File: src/rtl/cmd_pkt_pkg.sv
package cmd_pkt_pkg;

    // Widths of the command stream and the register bus.
    parameter int CMD_W   = 32;
    parameter int IDX_W   = 8;
    parameter int SLOTS   = 4;
    parameter int REG_AW  = 16;

    // Register map constants used by the translator.
    parameter logic [REG_AW-1:0] WIN_LO_BASE = 16'h1C00;
    parameter logic [REG_AW-1:0] WIN_HI_BASE = 16'h2C00;
    parameter logic [REG_AW-1:0] PAD_ADDR    = 16'h1C54;
    parameter logic [REG_AW-1:0] EXEC_OFS    = 16'h0100;

    localparam int OFS_W    = IDX_W - 1;
    localparam int WIN_SPAN = 4 << OFS_W;

    typedef struct packed {
        logic [REG_AW-1:0] addr;
        logic [CMD_W-1:0]  data;
    } reg_wr_t;

    typedef struct packed {
        logic [REG_AW-1:0] addr;
        logic              pad;
        logic              exec;
    } idx_info_t;

    // Byte address of a word offset inside a window.
    function automatic logic [REG_AW-1:0] win_addr(
        input logic [REG_AW-1:0] base, input logic [OFS_W-1:0] ofs);
        logic [REG_AW-1:0] byte_ofs;
        byte_ofs = REG_AW'({ofs, 2'b00});
        return base + byte_ofs;
    endfunction

endpackage

File: src/rtl/cmd_slot_tracker.sv
module cmd_slot_tracker
    import cmd_pkt_pkg::*;
#(
    parameter int W     = CMD_W,
    parameter int IW    = IDX_W,
    parameter int NSLOT = SLOTS
) (
    input  logic          clk,
    input  logic          rst,
    input  logic          take,
    input  logic [W-1:0]  word,
    output logic          at_header,
    output logic [IW-1:0] cur_idx
);
    localparam int CNT_W = $clog2(NSLOT + 1);
    localparam int SEL_W = (NSLOT > 1) ? $clog2(NSLOT) : 1;
    localparam logic [CNT_W-1:0] LAST = CNT_W'(NSLOT);

    logic [CNT_W-1:0] cnt;
    logic [W-1:0]     hdr;
    logic [SEL_W-1:0] sel;

    always_ff @(posedge clk) begin
        if (rst) begin
            cnt <= '0;
            hdr <= '0;
        end else if (take) begin
            if (cnt == '0) begin
                hdr <= word;
                cnt <= CNT_W'(1);
            end else if (cnt == LAST) begin
                cnt <= '0;
            end else begin
                cnt <= cnt + CNT_W'(1);
            end
        end
    end

    always_comb begin
        at_header = (cnt == '0);
        sel       = SEL_W'(cnt - CNT_W'(1));
        cur_idx   = hdr[sel*IW +: IW];
    end


    wrap_to_header_chk: assert property (@(posedge clk) disable iff (rst)
        (take && cnt == LAST) |=> (cnt == '0));

    header_opens_chk: assert property (@(posedge clk) disable iff (rst)
        (take && cnt == '0) |=> (cnt == CNT_W'(1) && hdr == $past(word)));
endmodule

File: src/rtl/cmd_index_xlate.sv
module cmd_index_xlate
    import cmd_pkt_pkg::*;
#(
    parameter int IW = IDX_W,
    parameter int AW = REG_AW
) (
    input  logic [IW-1:0] idx,
    output idx_info_t     info
);
    localparam int OW = IW - 1;
    localparam logic [AW-1:0] EXEC_LO = WIN_LO_BASE + EXEC_OFS;
    localparam logic [AW-1:0] EXEC_HI = WIN_LO_BASE + AW'(WIN_SPAN - 1);

    logic [AW-1:0] lo_addr;
    logic [AW-1:0] hi_addr;

    always_comb begin
        lo_addr   = win_addr(WIN_LO_BASE, idx[OW-1:0]);
        hi_addr   = win_addr(WIN_HI_BASE, idx[OW-1:0]);
        info.addr = idx[IW-1] ? hi_addr : lo_addr;
        info.pad  = (info.addr == PAD_ADDR);
        info.exec = (info.addr >= EXEC_LO) && (info.addr <= EXEC_HI);
    end
endmodule

File: src/rtl/cmd_wr_stage.sv
module cmd_wr_stage
    import cmd_pkt_pkg::*;
(
    input  logic    clk,
    input  logic    rst,
    input  logic    load,
    input  reg_wr_t req,
    input  logic    req_exec,
    input  logic    out_ready,
    output logic    out_valid,
    output reg_wr_t out_req,
    output logic    out_exec
);
    always_ff @(posedge clk) begin
        if (rst) begin
            out_valid <= 1'b0;
            out_req   <= '0;
            out_exec  <= 1'b0;
        end else if (load) begin
            out_valid <= 1'b1;
            out_req   <= req;
            out_exec  <= req_exec;
        end else if (out_ready) begin
            out_valid <= 1'b0;
        end
    end


    stall_hold_chk: assert property (@(posedge clk) disable iff (rst)
        (out_valid && !out_ready) |=> (out_valid && $stable(out_req)));

    load_shows_chk: assert property (@(posedge clk) disable iff (rst)
        load |=> (out_valid && out_req == $past(req)));
endmodule

File: src/rtl/cmd_stream_decoder.sv
module cmd_stream_decoder
    import cmd_pkt_pkg::*;
(
    input  logic              clk,
    input  logic              rst,
    input  logic              cmd_valid,
    output logic              cmd_ready,
    input  logic [CMD_W-1:0]  cmd_word,
    output logic              wr_valid,
    input  logic              wr_ready,
    output logic [REG_AW-1:0] wr_addr,
    output logic [CMD_W-1:0]  wr_data,
    output logic              exec_pulse,
    output logic              idle
);
    logic             take;
    logic             at_header;
    logic [IDX_W-1:0] cur_idx;
    idx_info_t        info;
    logic             load;
    reg_wr_t          req;
    reg_wr_t          out_req;
    logic             out_exec;

    assign cmd_ready = !(wr_valid && !wr_ready);
    assign take      = cmd_valid && cmd_ready;

    cmd_slot_tracker #(.W(CMD_W), .IW(IDX_W), .NSLOT(SLOTS)) u_track (
        .clk       (clk),
        .rst       (rst),
        .take      (take),
        .word      (cmd_word),
        .at_header (at_header),
        .cur_idx   (cur_idx)
    );

    cmd_index_xlate #(.IW(IDX_W), .AW(REG_AW)) u_xlate (
        .idx  (cur_idx),
        .info (info)
    );

    always_comb begin
        load     = take && !at_header && !info.pad;
        req.addr = info.addr;
        req.data = cmd_word;
    end

    cmd_wr_stage u_out (
        .clk       (clk),
        .rst       (rst),
        .load      (load),
        .req       (req),
        .req_exec  (info.exec),
        .out_ready (wr_ready),
        .out_valid (wr_valid),
        .out_req   (out_req),
        .out_exec  (out_exec)
    );

    assign wr_addr    = out_req.addr;
    assign wr_data    = out_req.data;
    assign exec_pulse = wr_valid && wr_ready && out_exec;
    assign idle       = at_header && !wr_valid;


    reset_state_chk: assert property (@(posedge clk)
        rst |=> (idle && !wr_valid));

    stall_block_chk: assert property (@(posedge clk) disable iff (rst)
        (wr_valid && !wr_ready) |-> !cmd_ready);

    no_pad_chk: assert property (@(posedge clk) disable iff (rst)
        wr_valid |-> (wr_addr != PAD_ADDR));

    idle_chk: assert property (@(posedge clk) disable iff (rst)
        idle |-> !wr_valid);

    window_chk: assert property (@(posedge clk) disable iff (rst)
        wr_valid |-> (wr_addr[1:0] == 2'b00 &&
                      ((wr_addr >= 16'h1C00 && wr_addr <= 16'h1DFF) ||
                       (wr_addr >= 16'h2C00 && wr_addr <= 16'h2DFF))));

    exec_range_chk: assert property (@(posedge clk) disable iff (rst)
        exec_pulse |-> (wr_addr >= 16'h1D00 && wr_addr <= 16'h1DFF));
endmodule

File: config.mk
export PLATFORM = sky130hd
export DESIGN_NAME = cmd_stream_decoder
export DESIGN_NICKNAME = d
export VERILOG_FILES = /design/src/rtl/cmd_pkt_pkg.sv /design/src/rtl/cmd_slot_tracker.sv /design/src/rtl/cmd_index_xlate.sv /design/src/rtl/cmd_wr_stage.sv /design/src/rtl/cmd_stream_decoder.sv
export SDC_FILE = /design/constraint.sdc
export NUM_CORES = 1
export LEC_CHECK = 0
export ABC_AREA = 1
export BUFFER_PORTS_ARGS = -buffer_cell sky130_fd_sc_hd__buf_2
export CAP_MARGIN = 5
export CORE_UTILIZATION = 59
export CTS_BUF_LIST = sky130_fd_sc_hd__clkbuf_4
export DETAILED_ROUTE_END_ITERATION = 12
export PLACE_DENSITY_LB_ADDON = 0.1
export SLEW_MARGIN = 20
export SYNTH_ARGS = -nofsm -noshare
export SYNTH_HDL_FRONTEND = slang
export SYNTH_SLANG_ARGS = --single-unit
export TNS_END_PERCENT = 20
File: constraint.sdc
create_clock -name clk -period 3.85 [get_ports clk]
set_clock_uncertainty 0.2 [all_clocks]
set_input_delay 0.9625 -clock clk [delete_from_list [all_inputs] [get_ports clk]]
set_output_delay 0.9625 -clock clk [all_outputs]
set_load 0.1 [all_outputs]
==> results.toml <==
[outcome]
status = "finished, final reports clean"

[power]
internal_power_uw = 1300
vdd_drop_max_mv = 0.292
p_switching_uw = 813
seq_power_share = 0.437
power_density_nw_per_um2 = 527
p_leak_uw = 0.00176
pwr-share-clk = 0.258
swShare = 0.384
p_comb_frac = 0.305

[layout]
nNetsFinal = 544
postLayoutCellArea_um2 = 4010
final_util = 0.711
antenna_cells = 0
layout-drive-gt1-share = 0.366
n_fill_cell = 473
areaGrowthSynthToFinish_pct = 13.6

[setup_path]
crit_path_max_fanout = 19
cpLargestDelayFamily = "buffers and inverters"
critical-path-max-stage-delay_ns = 0.43
cp_cell_sequence = "buf_4 > inv_4 > ha_1 > inv_1 > nor2_1 > inv_1 > nor2_1 > buf_2"
arrival_ns = 2.13
end_kind = "primary output"
crit_required_ns = 2.69
path_buf_inv = 5
start_kind = "register"
worst-setup-path-type = "reg -> out"
cp_slowest_cell = "buf_2"

[routing]
wl_um = 7390
wl_per_cell_um = 12.7
drc_errors = 0
dr.first_iter.drc_count = 150
firstDrtPassIters = 5
ant_nets = 0
vias = 3010
vias_per_cell = 5.16

[logic_synthesis]
synth_flop_cell = "dfxtp_1"
synth_adder_area_share = 0.00709
avgSynthCellArea_um2 = 8.06
yosysUniqueCellTypes = 29
synth_mux_area_frac = 0
synthCells = 438
seq_area_frac_synth = 0.448
yosys.area.top_type = "dfxtp_1"
synthSimpleGateAreaFrac = 0.271
synthArstFlopShare = 0
synth_edf_count = 0
synthXorXnorAreaFrac = 0
synth_area_leaders = "dfxtp_1 45%, a21oi_2 9.4%, nand3_1 7.8%, nand2_2 6.7%, nand2_1 5.6%"
synth_top_family_by_area = "simple AND/OR/NAND/NOR gates"
netlist_top_cells_count = "79 x dfxtp_1, 55 x nand3_1, 53 x nand2_1"
synth_warnings = 0
synth_compound_area_frac = 0.173
syn_area_um2 = 3530
ys_ff_latch = 79
synth_most_common_cell = "dfxtp_1"
netlist.area_leader.share = 0.448

[sta]
setup_tns_ns = 0
rsz0062_at_grt = "false"
slew_headroom = 0.450
min_period_ns = 3.29
worst_slew_pin_slew_ns = 0.823
worst_hold_slack_ns = 0.266
setup_viol = 0
slew_violations = 0
max_freq_mhz = 304
fin_crit_sh = 0.856
finalHoldViolCount = 0

[placed_design]
hpwl_um = 5030
placed_cell_area_um2 = 3860
gp_congestion = 0.803
numPortBuffers = 82

[clock_tree]
postCtsResizedCells = 0
cts_buffer_depth = 2
cts-root-buf = "clkbuf_4"
clk-insertion-delay-late_ns = 0.41
cts_tree = "yes"
cts_made_buffers = 9
cts_sinks = 79
htreeDepth = 3
cts_setup_buffers = 0
clkTransAtPathRegs_ns = 0.12
postCtsHoldBufs = 0

[global_routing]
grtUsageTotal = 0.248
gr-total-overflow = 0
grt_max_degree = 45
antenna_found_initial = 0
grt_pass1_vias = 2740
grt_first_pass_wirelength_um = 12400

[flow_run]
maxCapViolCount = 0

[die]
die_y_um = 79.4
top_level_ports = 88
fp.dieW_um = 79.4
rows = 27
die-area_um2 = 6300
coreArea_um2 = 5640
start_util = 0.626

[hold_path]
hold_class = "reg -> reg"
## worst reg2reg max path, cell delays in order (launching register included)
cell,delay (ns)
dfxtp_1,0.33
buf_4,0.22
inv_4,0.12
ha_1,0.46
inv_2,0.17
nand3_1,0.09
nand2_1,0.14
nand2_1,0.08
nor2_2,0.16
nand2_4,0.21
nand2_8,0.38
nand2_2,0.11
a21oi_2,0.14
## per-stage QoR
stage	power, uW	setup slack [ns]	cells
floorplan	1500	0.334	442
detailed placement	1590	0.994	567
global route	2210	0.412	583
CTS	2120	0.542	583
finish	2120	0.556	583
global placement	1580	1.04	567
## sequential cells by signal, indices dropped and copies added (netlist names)
signal / cells
u_out.out_exec: 1
u_out.out_valid: 1
u_out.out_req: 42
u_track.cnt: 3
u_track.hdr: 32
## cell type report
type                            count  area (um2)  share of cell area
Inverter                           28         108              0.0268
Clock buffer                       11        82.6              0.0206
Clock inverter                      5        72.6              0.0181
Timing Repair Buffer               89         463               0.115
Sequential cell                    79        1580               0.394
Tap cell                           72        90.1              0.0225
Multi-Input combinational cell    299        1620               0.403
## routing by layer
metal	vias to the layer above	track usage	wire length (um)
met5	-	0	0
met4	0	0.0891	74
met3	10	0.0437	243
met2	66	0.412	3400
met1	1386	0.321	3670
li1	1548	-	-
## power by group through the flow
stage          registers [uW]  clock network (uW)  logic [uW]
2_1_floorplan            1160                   0         334
3_3_place_gp              943                   0         639
3_5_place_dp              943                   0         646
4_1_cts                   925                 551         648
5_1_grt                   934                 586         693
6_report                  925                 546         645
## placed cells by master, fill, tap and decap left out, drive strengths merged
cell and instances:
nand2 93, nor3 1, ha 2, clkinv 4, buf 89, nand3 56, inv 27, a221oi 1
conb 5, bufinv 2, dfxtp 79, nor3b 1, o21ai 34, clkbuf 11, a211oi 1, a21oi 56
nor2 49
## kinds of logic after synthesis
kind of cell	Yosys count
simple gates	200
flops	79
buf+inv	64
fa+ha+maj	2
compound gates	92
other cells	1
## worst paths after layout
kind                  start             end  slack, ns  depth (start not counted)
max          u_track.cnt[0]            idle       0.56                          8
min          u_track.hdr[0]  u_track.hdr[0]       0.27                          2
max reg2reg  u_track.cnt[0]  u_out.out_exec       0.97                         12
min reg2reg  u_track.hdr[0]  u_track.hdr[0]       0.27                          2
Note: power is estimated with default switching activity, not from simulation.
